--- config.mk ---
export PLATFORM = sky130hd
export DESIGN_NAME = page_collector
export DESIGN_NICKNAME = d
export VERILOG_FILES = /design/src/rtl/pgcol_pkg.sv /design/src/rtl/pc_load_timer.sv /design/src/rtl/pc_write_phase.sv /design/src/rtl/pc_page_buffer.sv /design/src/rtl/page_collector.sv
export SDC_FILE = /design/constraint.sdc
export NUM_CORES = 1
export LEC_CHECK = 0
export ABC_AREA = 1
export BUFFER_PORTS_ARGS = -buffer_cell sky130_fd_sc_hd__buf_2
export CELL_PAD_IN_SITES_DETAIL_PLACEMENT = 0
export CELL_PAD_IN_SITES_GLOBAL_PLACEMENT = 1
export CORE_MARGIN = 1.5
export CORE_UTILIZATION = 50
export CTS_BUF_LIST = sky130_fd_sc_hd__clkbuf_2 sky130_fd_sc_hd__clkbuf_4 sky130_fd_sc_hd__clkbuf_8
export CTS_CLUSTER_DIAMETER = 30
export DETAILED_ROUTE_END_ITERATION = 7
export HOLD_SLACK_MARGIN = 0.06
export PLACE_DENSITY_LB_ADDON = 0.1
export SLEW_MARGIN = 20
export SYNTH_ARGS = -nofsm -noshare
export SYNTH_HDL_FRONTEND = slang
export SYNTH_SLANG_ARGS = --single-unit
--- constraint.sdc ---
create_clock -name clk -period 6.3 [get_ports clk]
set_clock_uncertainty 0.15 [all_clocks]
set_input_delay 0.315 -clock clk [delete_from_list [all_inputs] [get_ports clk]]
set_output_delay 0.315 -clock clk [all_outputs]
set_load 0.05 [all_outputs]
--- src/rtl/pgcol_pkg.sv ---
package pgcol_pkg;
  typedef enum logic [1:0] {
    PH_IDLE  = 2'd0,
    PH_LOAD  = 2'd1,
    PH_WRITE = 2'd2
  } phase_e;
endpackage

--- src/rtl/pc_load_timer.sv ---
// Inactivity timer: counts cycles since the last accepted byte.
module pc_load_timer #(
  parameter int TIMEOUT_CYC = 20000
) (
  input  logic clk,
  input  logic rst,
  input  logic run,
  input  logic restart,
  output logic expire
);
  localparam int TW = $clog2(TIMEOUT_CYC + 1);
  localparam logic [TW-1:0] LAST = TW'(TIMEOUT_CYC - 1);

  logic [TW-1:0] cnt_q;

  always_ff @(posedge clk) begin
    if (rst || restart) cnt_q <= '0;
    else if (run && cnt_q != LAST) cnt_q <= cnt_q + 1'b1;
  end

  assign expire = run && !restart && (cnt_q == LAST);
endmodule

--- src/rtl/pc_write_phase.sv ---
// Fixed-length model of the internal write phase.
module pc_write_phase #(
  parameter int WRITE_CYC = 600000
) (
  input  logic clk,
  input  logic rst,
  input  logic start,
  output logic done
);
  localparam int WW = $clog2(WRITE_CYC + 1);
  localparam logic [WW-1:0] LAST = WW'(WRITE_CYC - 1);

  logic [WW-1:0] cnt_q;
  logic          act_q;

  always_ff @(posedge clk) begin
    if (rst) begin
      cnt_q <= '0;
      act_q <= 1'b0;
    end else if (start) begin
      cnt_q <= '0;
      act_q <= 1'b1;
    end else if (act_q) begin
      if (cnt_q == LAST) act_q <= 1'b0;
      else cnt_q <= cnt_q + 1'b1;
    end
  end

  assign done = act_q && (cnt_q == LAST);
endmodule

--- src/rtl/pc_page_buffer.sv ---
// Page storage with byte-enable mask and a registered snapshot for commit.
module pc_page_buffer #(
  parameter int OFFS_W = 6,
  parameter int DATA_W = 8
) (
  input  logic                          clk,
  input  logic                          rst,
  input  logic                          we,
  input  logic [OFFS_W-1:0]             offs,
  input  logic [DATA_W-1:0]             din,
  input  logic                          clear,
  input  logic                          snap,
  output logic [(1<<OFFS_W)-1:0]        snap_mask,
  output logic [(1<<OFFS_W)*DATA_W-1:0] snap_data
);
  localparam int BYTES = 1 << OFFS_W;

  logic [DATA_W-1:0] mem [BYTES];
  logic [BYTES-1:0]  mask_q;

  always_ff @(posedge clk) begin
    if (we) mem[offs] <= din;
  end

  always_ff @(posedge clk) begin
    if (rst) mask_q <= '0;
    else begin
      if (clear) mask_q <= '0;
      if (we) mask_q[offs] <= 1'b1;
    end
  end

  always_ff @(posedge clk) begin
    if (rst) snap_mask <= '0;
    else if (snap) snap_mask <= mask_q;
  end

  for (genvar k = 0; k < BYTES; k++) begin : g_snap
    always_ff @(posedge clk) begin
      if (rst) snap_data[k*DATA_W +: DATA_W] <= '0;
      else if (snap) snap_data[k*DATA_W +: DATA_W] <= mem[k];
    end
  end
endmodule

--- src/rtl/page_collector.sv ---
module page_collector #(
  parameter int ADDR_W      = 11,
  parameter int DATA_W      = 8,
  parameter int OFFS_W      = 6,
  parameter int TIMEOUT_CYC = 20000,
  parameter int WRITE_CYC   = 600000
) (
  input  logic                          clk,
  input  logic                          rst,
  input  logic                          wr_stb,
  input  logic [ADDR_W-1:0]             wr_addr,
  input  logic [DATA_W-1:0]             wr_data,
  output logic                          commit_valid,
  output logic [ADDR_W-OFFS_W-1:0]      commit_page,
  output logic [(1<<OFFS_W)-1:0]        commit_mask,
  output logic [(1<<OFFS_W)*DATA_W-1:0] commit_data,
  output logic                          load_expired,
  output logic                          ready
);
  import pgcol_pkg::*;

  localparam int PAGE_W = ADDR_W - OFFS_W;

  phase_e            phase_q;
  logic [PAGE_W-1:0] page_q;
  logic              bad_q;
  logic              accept, expire, wdone, good_end;
  logic [PAGE_W-1:0] in_page;

  assign in_page  = wr_addr[ADDR_W-1:OFFS_W];
  assign accept   = wr_stb && (phase_q != PH_WRITE);
  assign good_end = expire && !bad_q;

  pc_load_timer #(.TIMEOUT_CYC(TIMEOUT_CYC)) u_tmr (
    .clk(clk), .rst(rst),
    .run(phase_q == PH_LOAD), .restart(accept),
    .expire(expire)
  );

  pc_write_phase #(.WRITE_CYC(WRITE_CYC)) u_wph (
    .clk(clk), .rst(rst), .start(good_end), .done(wdone)
  );

  pc_page_buffer #(.OFFS_W(OFFS_W), .DATA_W(DATA_W)) u_buf (
    .clk(clk), .rst(rst),
    .we(accept), .offs(wr_addr[OFFS_W-1:0]), .din(wr_data),
    .clear(expire), .snap(good_end),
    .snap_mask(commit_mask), .snap_data(commit_data)
  );

  always_ff @(posedge clk) begin
    if (rst) begin
      phase_q      <= PH_IDLE;
      page_q       <= '0;
      bad_q        <= 1'b0;
      commit_valid <= 1'b0;
      commit_page  <= '0;
      load_expired <= 1'b0;
      ready        <= 1'b1;
    end else begin
      commit_valid <= 1'b0;
      unique case (phase_q)
        PH_IDLE: begin
          if (wr_stb) begin
            page_q  <= in_page;
            bad_q   <= 1'b0;
            ready   <= 1'b0;
            phase_q <= PH_LOAD;
          end
        end
        PH_LOAD: begin
          if (wr_stb) begin
            if (in_page != page_q) bad_q <= 1'b1;
          end else if (expire) begin
            if (bad_q) begin
              ready   <= 1'b1;
              phase_q <= PH_IDLE;
            end else begin
              commit_valid <= 1'b1;
              commit_page  <= page_q;
              load_expired <= 1'b1;
              phase_q      <= PH_WRITE;
            end
          end
        end
        PH_WRITE: begin
          if (wdone) begin
            load_expired <= 1'b0;
            ready        <= 1'b1;
            phase_q      <= PH_IDLE;
          end
        end
        default: phase_q <= PH_IDLE;
      endcase
    end
  end
endmodule

# == Word-level counts from Yosys, hierarchy flattened ==
# Memories as Yosys holds them, arrays and structs flattened. A register that Yosys moved wholly into a read port is not among the register bits.
# Cells that the tools add are included.
# op_classes
addsub,2
multipliers,0
n_div,0
order_cmp,2
n_eq_ne,15
shift,0
muxes,31
n_bitwise,6
n_reduce_logical,23
# op_table
cell,count
$mux W64,3
$or A64 B64 Y64,1
$add A20 B1 Y20 const B,1
$eq A20 B20 Y1 const B,1
$mux W1,18
$ne A2 B2 Y1 const B,8
$add A15 B1 Y15 const B,1
$eq A15 B15 Y1 const B,1
$ne A15 B15 Y1 const B,1
$reduce_and A4 Y1,3
$mux W2,5
$logic_and A1 B1 Y1,7
$lt A6 B7 Y1 const B,1
$demux W1 S6,1
$ge A6 B1 Y1 const B,1
$pmux W2 S3,1
$reduce_and A6 Y1,1
$ne A5 B5 Y1,1
$not A1 Y1,5
$reduce_and A5 Y1,1
$pmux W1 S2,2
$reduce_and A2 Y1,2
$reduce_bool A2 Y1,2
$reduce_or A4 Y1,1
other kinds (9),10
# totals
ff_bits,180
latch_bits,0
ramBits,512
mem_bits_ro,0
output_inout_bits,584
wordCells,92
mem_count,1
# memory_table
name,depth,width,rd,rd_clocked_by_memory_dff,write_ports,line_no,source
u_buf.mem,64,8,64,64,1,pc_page_buffer.sv:18,logic [DATA_W-1:0] mem [BYTES];

# == Longest topological paths before layout ==
# Gate-level depths: netlist (run 1).
# logic_depth
ltp_word,9
depth_mapped,12
mapped_depth_nobuf,11

# == Modules after synthesis ==
# Synthesis (run 1) repeated with hierarchy kept, for this count alone.
# unflattened
cells_unflattened,3822
hier_area_um2,41034.4
# modules_own_cells
module,instances,cells_each,area_per_inst_um2,seq_area_each_um2
pc_page_buffer,1,3374,38075.3,28187.0
pc_write_phase,1,192,1203.7,420.4
pc_load_timer,1,144,967.2,300.3
page_collector,1,112,788.3,320.3

# == Least setup slack after synthesis (run 1) ==
# OpenSTA, ideal clock, no wires.
# synth_timing
kind,flip-flop to flip-flop
from,register phase_q[0]
to,"memory u_buf.mem[17][0], enable pin"
setup_time_ns,0.374
arrival_time_ns,1.687
slack_ns,4.090
path_stages_with_launch,10
n_path_buf,0
period_less_slack_ns,2.210
cell_sequence,dfxtp_1 -> inv_1 -> ha_1 -> nor2_2 -> inv_2 -> nor2_1 -> inv_1 -> nor3_1 -> inv_1 -> nor2_1
# synth_via
elab_chain_cells,4
# synth_lines
item,line_no,source
"start, declared",page_collector.sv:24,phase_e phase_q;
"start signal, assigned",page_collector.sv:53,phase_q <= PH_IDLE;
"start signal, assigned",page_collector.sv:68,phase_q <= PH_LOAD;
"start signal, assigned",page_collector.sv:77,phase_q <= PH_IDLE;
$ne A2 B2 Y1,page_collector.sv:31,assign accept = wr_stb && (phase_q != PH_WRITE);
$logic_and A1 B1 Y1,page_collector.sv:31,
$mux W1,pc_page_buffer.sv:22,if (we) mem[offs] <= din;
$mux W1 (not written as such),pc_page_buffer.sv:22,
"end, declared",pc_page_buffer.sv:18,
# Every way passes these cells.

==> run summary, run 1 <==
status = finished, final reports clean
Sum Neg Setup Slack = 0 ns
clock buffer count from CTS = 223
Mapped Area = 41500 um2
CTS root buffer = clkbuf_8
Tot Pwr = 17300 uW
Max Fanout on Critical Path = 237
Detailed Routing Iterations Pass 1 = 5
worst min path class = in -> reg
met3 wire len = 8280 um
HPWL after DPL = 67700 um
Worst Tran Pin Value = 1.16 ns
ANT nets after route = 0
leakage = 0.0192 uW
# IOs = 606
Die Height = 291 um
global-route wire length before repair = 166000 um
H-tree depth = 4
Final Wtd Congestion = 0.846
latest clock arrival within the worst-skew pair = 0.87 ns
pwr dens = 344 nW/um2
drt initial violations = 2107
FF-to-FF setup slack = 2.99 ns
Resize count post-CTS = 0
total number of vias = 28399
initial antenna violation count = 6
layout cell share with drive strength beyond 1 = 0.229
fin crit period = 3.48 ns
maximum vdd drop = 0.000306 V
Total Routed Length = 113000 um
clock tree from TritonCTS = built
Die ar. = 84800 um2
Routed wire per std cell = 19.8 um
vias in the first global route = 26676
total clock sinks = 1204
port bufs = 605
Layout area overhead = 21.1%
routed vias/inst = 4.98
DRC errors left = 0
Worst Setup End Kind = flip-flop
post-synth net total = 3782
GRT Residual Overflow = 0
# nets final = 4453
final cell count without fillers = 5698
Worst slew margin = 0.226
Yosys reg bits = 1204
Ys Warns = 0
max-cap check violation count = 0
core box area = 82100 um2
Worst Path Class, Setup = in -> reg
sequential area share after synthesis = 0.704
Routed met2 length = 53500 um
Starting Density = 0.506
Metal-1 WL = 48100 um
Max Freq = 287 MHz
commonest non-fill, non-tap cell in the layout = dfxtp_1
syn avg cell area = 11.1 um2
RSZ-0062 raised after global routing = no
post-CTS setup buffer count = 0
# placed instances = 5243
Tot GR Track Use = 0.262
crit path launch type = primary input
Worst Path Required = 6.94 ns
CP Data Arrival Time = 4.12 ns
Final setup viols = 0
Top Layer Used = met4
commonest non-fill, non-tap cells in the layout = dfxtp_1 (692), a21oi_1 (682), inv_1 (636)
Final Cycle Share = 0.553
Clock Path Buffers = 3
Synth Instances = 3755
largest net degree at the start of global routing = 239
Final Hold Viols = 0
Die W = 291 um
Distinct cells, synth = 29
Hold-fix buffers, CTS = 28
clk slew on worst S/H paths = 0.06 ns
Slew Viols, Final = 0
FP Rows = 105
## final timing paths
check                                       from  depth (start not counted)                to
worst min register to register  commit_data[382]                          2  commit_data[382]
worst max register to register    u_tmr.cnt_q[0]                          9  commit_data[113]
worst max-delay path                         rst                          8         page_q[1]
worst min-delay path                  wr_addr[0]                          4  u_buf.mem[38][4]
## metrics by stage
| stage | worst slack [ns] | instance area, um2 | hold slack [ns] | util |
|---|---|---|---|---|
| 4_1_cts | 2.96 | 50300 | 0.0712 | 0.613 |
| 5_1_grt | 2.65 | 50300 | 0.112 | 0.613 |
| 2_1_floorplan | 4.09 | 41500 | 0.264 | - |
| 3_5_place_dp | 2.98 | 44600 | 0.283 | 0.543 |
| 6_report | 2.82 | 50300 | 0.140 | 0.613 |
| 3_3_place_gp | 3.08 | 44600 | 0.279 | 0.543 |
## final cells by class
cell class | instances | area (um2)
fill | 6965 | 31800
sequential | 1204 | 29200
multi-input combinational | 1694 | 8300
clock buffer | 317 | 3980
timing repair buffer | 662 | 3630
inverter | 641 | 2410
clock inverter | 107 | 1410
tap | 1070 | 1340
antenna | 3 | 7.51
## critical path, stage by stage
cell and delay, ns:
dlygate4sd3_1 0.56, buf_4 0.34, inv_8 0.51, buf_12 0.68, o21ai_0 0.23, dlygate4sd3_1 0.64, a21oi_1 0.11, dlygate4sd3_1 0.56
## cells in the mapped netlist, drive strengths merged
library cell  count  area share
dfxtp           692        0.33
a21oi           682       0.082
inv             641       0.058
o21ai           595       0.072
edfxtp          512        0.37
nor2            194       0.018
buf             123       0.031
nand2           120       0.011
clkbuf           93      0.0084
nand3            29      0.0035
nand4            16      0.0024
nor3             16      0.0019
xor2             14      0.0030
xnor2             9      0.0019
ha                5      0.0015
nand3b            4     0.00072
or2               4     0.00060
a31oi             1     0.00015
and2              1     0.00015
nor3b             1     0.00018
nor4              1     0.00015
o21a              1     0.00018
o21bai            1     0.00018
## per-layer routing
metal	vias to the layer above	GRT usage
met5	-	0
met4	0	0.0927
met3	179	0.0791
met2	797	0.420
met1	13437	0.338
li1	13986	-
## where the power goes
part           switching, uW  internal [uW]  total (uW)
sequential              11.4           8160        8170
combinational            304            101         405
clock                   3300           5410        8720
total                   3620          13700       17300
## logic make-up (layout without fill, tap and decap cells)
| group | Yosys count | count (layout) | synth area share |
|---|---|---|---|
| flops | 1204 | 1204 | 0.704 |
| fa+ha+maj | 5 | 5 | 0.00151 |
| buf+inv | 857 | 1727 | 0.0974 |
| simple gates | 386 | 386 | 0.0381 |
| other cells | 0 | 3 | 0 |
| xor+xnor | 23 | 23 | 0.00485 |
| compound gates | 1280 | 1280 | 0.154 |
## registers in the layout, summed over array words and instances, names as in the netlist
| name | cells |
|---|---|
| u_wph.act_q | 1 |
| u_buf.snap_mask | 64 |
| load_expired | 1 |
| u_tmr.cnt_q | 15 |
| bad_q | 1 |
| u_wph.cnt_q | 20 |
| commit_valid | 1 |
| commit_data | 512 |
| page_q | 5 |
| ready | 1 |
| u_buf.mem | 512 |
| phase_q | 2 |
| commit_page | 5 |
| u_buf.mask_q | 64 |
Note: power is estimated with default switching activity, not from simulation.
==> run 2, diff against run 1 <==
Settings changed: ABC_AREA 1 to 0, CORE_UTILIZATION 50 to 42.
Clock period 6.3 ns to 2.88 ns, I/O delays scaled along.
==> run summary, run 2 <==
critical path, cell by cell = ha_2, or4bb_4, or4_4, or3_4, buf_12, buf_12, nand2_1, a21oi_1
port bufs = 605
switching part of the total = 0.215
clock tree from TritonCTS = built
max-cap check violation count = 0
Mapped Area = 40300 um2
Seq pwr share = 0.470
crit path launch type = flip-flop
Layout area overhead = 28.2%
Post-synth EDFFs = 512
peak per-stage delay on the critical path = 0.54 ns
FP Rows = 113
Worst Path Required = 3.45 ns
Worst R2R End = commit_data[77]
total number of vias = 29454
largest cells by area after synthesis = edfxtp_1 (38%), dfxtp_1 (34%), nand2_1 (11%)
Worst Path Class, Setup = reg -> reg
Worst Tran Pin Value = 0.842 ns
ANT nets after route = 0
HPWL after DPL = 74900 um
drt initial violations = 2251
most common library cells after synthesis = nand2_1 (1180), dfxtp_1 (692), a21oi_1 (590), edfxtp_1 (512), nor2_1 (179)
DRC errors left = 0
dpl cell area = 45600 um2
RSZ-0062 raised after global routing = yes
Starting Density = 0.425
fin crit period = 2.88 ns
FF-to-FF setup slack = 0.003 ns
GRT Residual Overflow = 0
Sum Neg Setup Slack = 0 ns
worst min path class = in -> reg
Synth Instances = 3630
post-synth top area share = 0.381
Comb power frac = 0.023
core box area = 95000 um2
Max Freq = 348 MHz
Worst Setup End Kind = flip-flop
Total Routed Length = 123000 um
status = finished, final reports clean
Distinct cells, synth = 50
Post-synth top flop = dfxtp_1
clk slew on worst S/H paths = 0.06 ns
# IOs = 606
Tot GR Track Use = 0.241
pwr dens = 735 nW/um2
async set-or-reset flop fraction in the synthesized netlist = 0
CP Data Arrival Time = 3.44 ns
final setup margin = 0.00303 ns
R2R cell count = 8
Routed wire per std cell = 20.6 um
initial antenna violation count = 4
layout cell share with drive strength beyond 1 = 0.265
Fillers = 8676
post-synth net total = 3657
routed vias/inst = 4.95
FF/Latch Area = 29200 um2
maximum vdd drop = 0.000419 V
H-tree depth = 4
clock buffer count from CTS = 231
latest clock arrival within the worst-skew pair = 0.88 ns
Die W = 313 um
Sw Pwr = 8170 uW
largest net degree at the start of global routing = 165
Clock Path Buffers = 3
Die Height = 313 um
commonest non-fill, non-tap cell in the layout = nand2_1
most frequent cell on the critical path = buf_12
Detailed Routing Iterations Pass 1 = 5
Slew Viols, Final = 0
Final Wtd Congestion = 0.760
top-count cell post-synth = nand2_1
final core occ = 0.544
# nets final = 4501
Max Fanout on Critical Path = 59
worst slack, placed = 0.0162 ns
fin area = 51700 um2
Reg2Reg Launch Point = u_tmr.cnt_q[0]
total clock sinks = 1204
syn avg cell area = 11.1 um2
Final Hold Viols = 0
commonest non-fill, non-tap cells in the layout = nand2_1 (1180), dfxtp_1 (692), buf_2 (604)
Worst slew margin = 0.438
Final setup viols = 0
Die ar. = 97900 um2
Ys Warns = 0
Multi-input gate area = 9810 um2
power share of the clock group = 0.507
leakage = 0.0195 uW
CTS root buffer = clkbuf_8
vias in the first global route = 27773
global-route wire length before repair = 178000 um
sequential area share after synthesis = 0.725
Final Cycle Share = 0.999
Yosys reg bits = 1204
largest area contributor in the netlist = edfxtp_1
Worst path slowest cell = or4bb_4
Setup crit start = u_tmr.cnt_q[0]
Hold Path Cell Cnt = 3
Pint = 29800 uW
termination of the worst setup path = commit_data[77]
run 2: power by group through the flow:
stage          logic (uW)  clock network [uW]  registers [uW]
5_1_grt               927               20500           17900
3_5_place_dp          818                   0           18200
3_3_place_gp          818                   0           18200
4_1_cts               875               19600           17900
6_report              869               19300           17900
2_1_floorplan         327                   0           18200
run 2: per-layer routing:
metal | up-vias | wire, um | GRT usage
met5 | - | 0 | 0
met4 | 0 | 2950 | 0.0829
met3 | 174 | 7100 | 0.0517
met2 | 859 | 58700 | 0.387
met1 | 14358 | 53800 | 0.324
li1 | 14063 | - | -
run 2: repair_timing:
action / in CTS / in global routing
pin swaps: 0 / 0
hold endpoints to repair: 1676 / 0
setup endpoints to repair: 5 / 403
gates cloned: 0 / 5
hold buffers: 41 / 0
resized for setup: 1 / 11
setup buffers: 0 / 4
run 2: cells by family (layout without fill, tap and decap cells):
family,Yosys count,count (layout),synth area share
xor gates and xnor gates,30,30,0.00651
buffers and inverters,242,1295,0.0332
and+or+nand+nor,1459,1459,0.142
other,0,5,0
adders and majority gates,5,5,0.00155
DFF,1204,1204,0.725
AOI/OAI and AO/OA,682,682,0.0900
muxes,8,8,0.00202
run 2: worst min path at each step:
| stage | from | endpoint | slack [ns] |
|---|---|---|---|
| 2_1_floorplan | wr_data[0] | u_buf.mem[0][0] | 0.09 |
| 3_3_place_gp | wr_addr[7] | page_q[1] | 0.27 |
| 6_report | wr_data[5] | u_buf.mem[59][5] | 0.19 |
| 4_1_cts | rst | commit_data[0] | 0.11 |
| 5_1_grt | wr_data[3] | u_buf.mem[45][3] | 0.17 |
| 3_5_place_dp | wr_addr[8] | page_q[2] | 0.28 |
run 2: cell type report:
class | count | area share
tap | 1265 | 0.0306
timing repair buffer | 841 | 0.107
sequential | 1204 | 0.565
clock inverter | 115 | 0.0259
multi-input combinational | 2184 | 0.190
antenna | 5 | 0.000242
clock buffer | 327 | 0.0800
inverter | 12 | 0.000871
run 2: through the flow:
| step | cells | hold WS [ns] | total power [uW] |
|---|---|---|---|
| 6_report | 5953 | 0.192 | 38000 |
| 5_1_grt | 5952 | 0.167 | 39300 |
| 4_1_cts | 5939 | 0.114 | 38400 |
| 3_5_place_dp | 5456 | 0.279 | 19000 |
| 3_3_place_gp | 5456 | 0.272 | 19000 |
| 2_1_floorplan | 3630 | 0.0929 | 18600 |
run 2: worst max-delay path: cells and delay by family (launching register included):
family / cells / cell delay [ns]
adders and majority gates: 1 / 0.19
and+or+nand+nor: 4 / 1.53
DFF: 1 / 0.35
buffers and inverters: 2 / 0.39
AOI/OAI and AO/OA: 1 / 0.06
==> run 3, diff against run 2 <==
Settings changed: RECOVER_POWER set to 100.
==> run summary, run 3 (synthesis gave the netlist of run 2 again) <==
global-route wire length before repair = 178000 um
critical path, cell by cell = ha_2, or4bb_4, or4_4, or3_4, buf_12, buf_12, nand2_1, a21oi_1
failing checks = max-capacitance violations, max-slew violations
CTS root buffer = clkbuf_8
WP buf/inv = 2
port bufs = 605
FF-to-FF setup slack = 0.005 ns
H-tree depth = 4
most frequent cell on the critical path = buf_12
Detailed Routing Iterations Pass 1 = 5
Worst slew margin = -0.754
worst min path class = in -> reg
initial antenna violation count = 3
latest clock arrival within the worst-skew pair = 0.89 ns
Routed wire per std cell = 20.7 um
Tot Pwr = 38000 uW
Final Wtd Congestion = 0.760
Final Cycle Share = 0.998
Worst path slowest cell = or4bb_4
clock buffer count from CTS = 231
HPWL after DPL = 74900 um
Worst Setup End Kind = flip-flop
total number of vias = 29411
routed vias/inst = 4.94
peak per-stage delay on the critical path = 0.54 ns
Total Routed Length = 123000 um
Worst Tran Pin Value = 2.63 ns
# nets final = 4501
fin crit period = 2.87 ns
drt initial violations = 2285
commonest non-fill, non-tap cell in the layout = nand2_1
Layout area overhead = 26.1%
Final Hold Viols = 0
commonest non-fill, non-tap cells in the layout = nand2_1 (1180), dfxtp_1 (692), a21oi_1 (590)
Max Fanout on Critical Path = 59
layout cell share with drive strength beyond 1 = 0.139
Top Family by Delay on Critical Path = simple AND/OR/NAND/NOR gates
DRC errors left = 0
Clock Path Buffers = 3
Worst Path Class, Setup = reg -> reg
Worst Path Required = 3.45 ns
final setup margin = 0.00509 ns
ANT nets after route = 0
core box area = 95000 um2
worst slack, placed = 0.0162 ns
CP Data Arrival Time = 3.45 ns
Max Freq = 348 MHz
clock tree from TritonCTS = built
Sum Neg Setup Slack = 0 ns
Fillers = 9017
leakage = 0.0169 uW
FP Rows = 113
status = complete, but fails checks
GRT Residual Overflow = 0
largest net degree at the start of global routing = 165
Die Height = 313 um
Tot GR Track Use = 0.241
clk slew on worst S/H paths = 0.06 ns
vias in the first global route = 27773
# IOs = 606
RSZ-0062 raised after global routing = yes
Die ar. = 97900 um2
maximum vdd drop = 0.000422 V
max-cap check violation count = 9
Final setup viols = 0
pwr dens = 748 nW/um2
Starting Density = 0.425
crit path launch type = flip-flop
total clock sinks = 1204
Die W = 313 um
Slew Viols, Final = 477
[run 3: cell types whose count changed in the layout (fill, tap and decap cells not counted), sizes merged]
cell           change
buf              -596
clkbuf           +593
clkdlybuf4s25      +1
diode              -1
dlymetal6s2s       +1
dlymetal6s4s       +1
[run 3: final timing paths]
path / end / from / cells after the start
worst min-delay path: commit_data[18] / rst / 3
worst max register to register: commit_data[77] / u_tmr.cnt_q[0] / 8
worst max-delay path: commit_data[77] / u_tmr.cnt_q[0] / 8
worst min register to register: u_buf.snap_mask[33] / u_buf.mask_q[33] / 2
[run 3: area by class of cell]
| class | instances | area [um2] | share of cell area |
|---|---|---|---|
| antenna | 4 | 10.0 | 0.000197 |
| clock buffer | 327 | 4140 | 0.0814 |
| clock inverter | 115 | 1340 | 0.0263 |
| inverter | 12 | 45.0 | 0.000886 |
| multi-input combinational | 2184 | 9810 | 0.193 |
| sequential | 1204 | 29200 | 0.575 |
| tap | 1265 | 1580 | 0.0311 |
| timing repair buffer | 841 | 4700 | 0.0925 |
[run 3: per-layer routing]
metal,up-vias,global-route usage,share of wire
met1,14322,0.324,0.44
li1,14065,-,-
met3,184,0.0517,0.055
met2,840,0.387,0.48
met4,0,0.0829,0.025
met5,-,0,0
[run 3: repair_timing]
item,CTS,global route
setup buffers,0,4
pin swaps,0,0
gates resized for setup,1,11
hold buffers,41,0
endpoints found under the hold margin,1676,0
setup endpoints to repair,5,403
gates cloned,0,5
[run 3: through the flow]
| stage | hold WS (ns) | area, um2 | cells | utilization |
|---|---|---|---|---|
| floorplan | 0.0929 | 40300 | 3630 | - |
| global placement | 0.272 | 45600 | 5456 | 0.480 |
| detailed placement | 0.279 | 45600 | 5456 | 0.480 |
| CTS | 0.114 | 51500 | 5939 | 0.542 |
| global route | 0.183 | 50900 | 5952 | 0.535 |
| finish | 0.201 | 50900 | 5952 | 0.535 |
[run 3: worst reg2reg max path: cells and delay by family, from the launching register on]
kind	cells	cell delay, ns
simple gates	4	1.58
fa+ha+maj	1	0.19
buf+inv	2	0.40
compound gates	1	0.06
flops	1	0.35
[run 3: power breakdown]
part	switching, uW	total [uW]	internal [uW]
sequential	25.5	17900	17900
combinational	645	843	198
clock	7520	19300	11800
total	8190	38000	29800
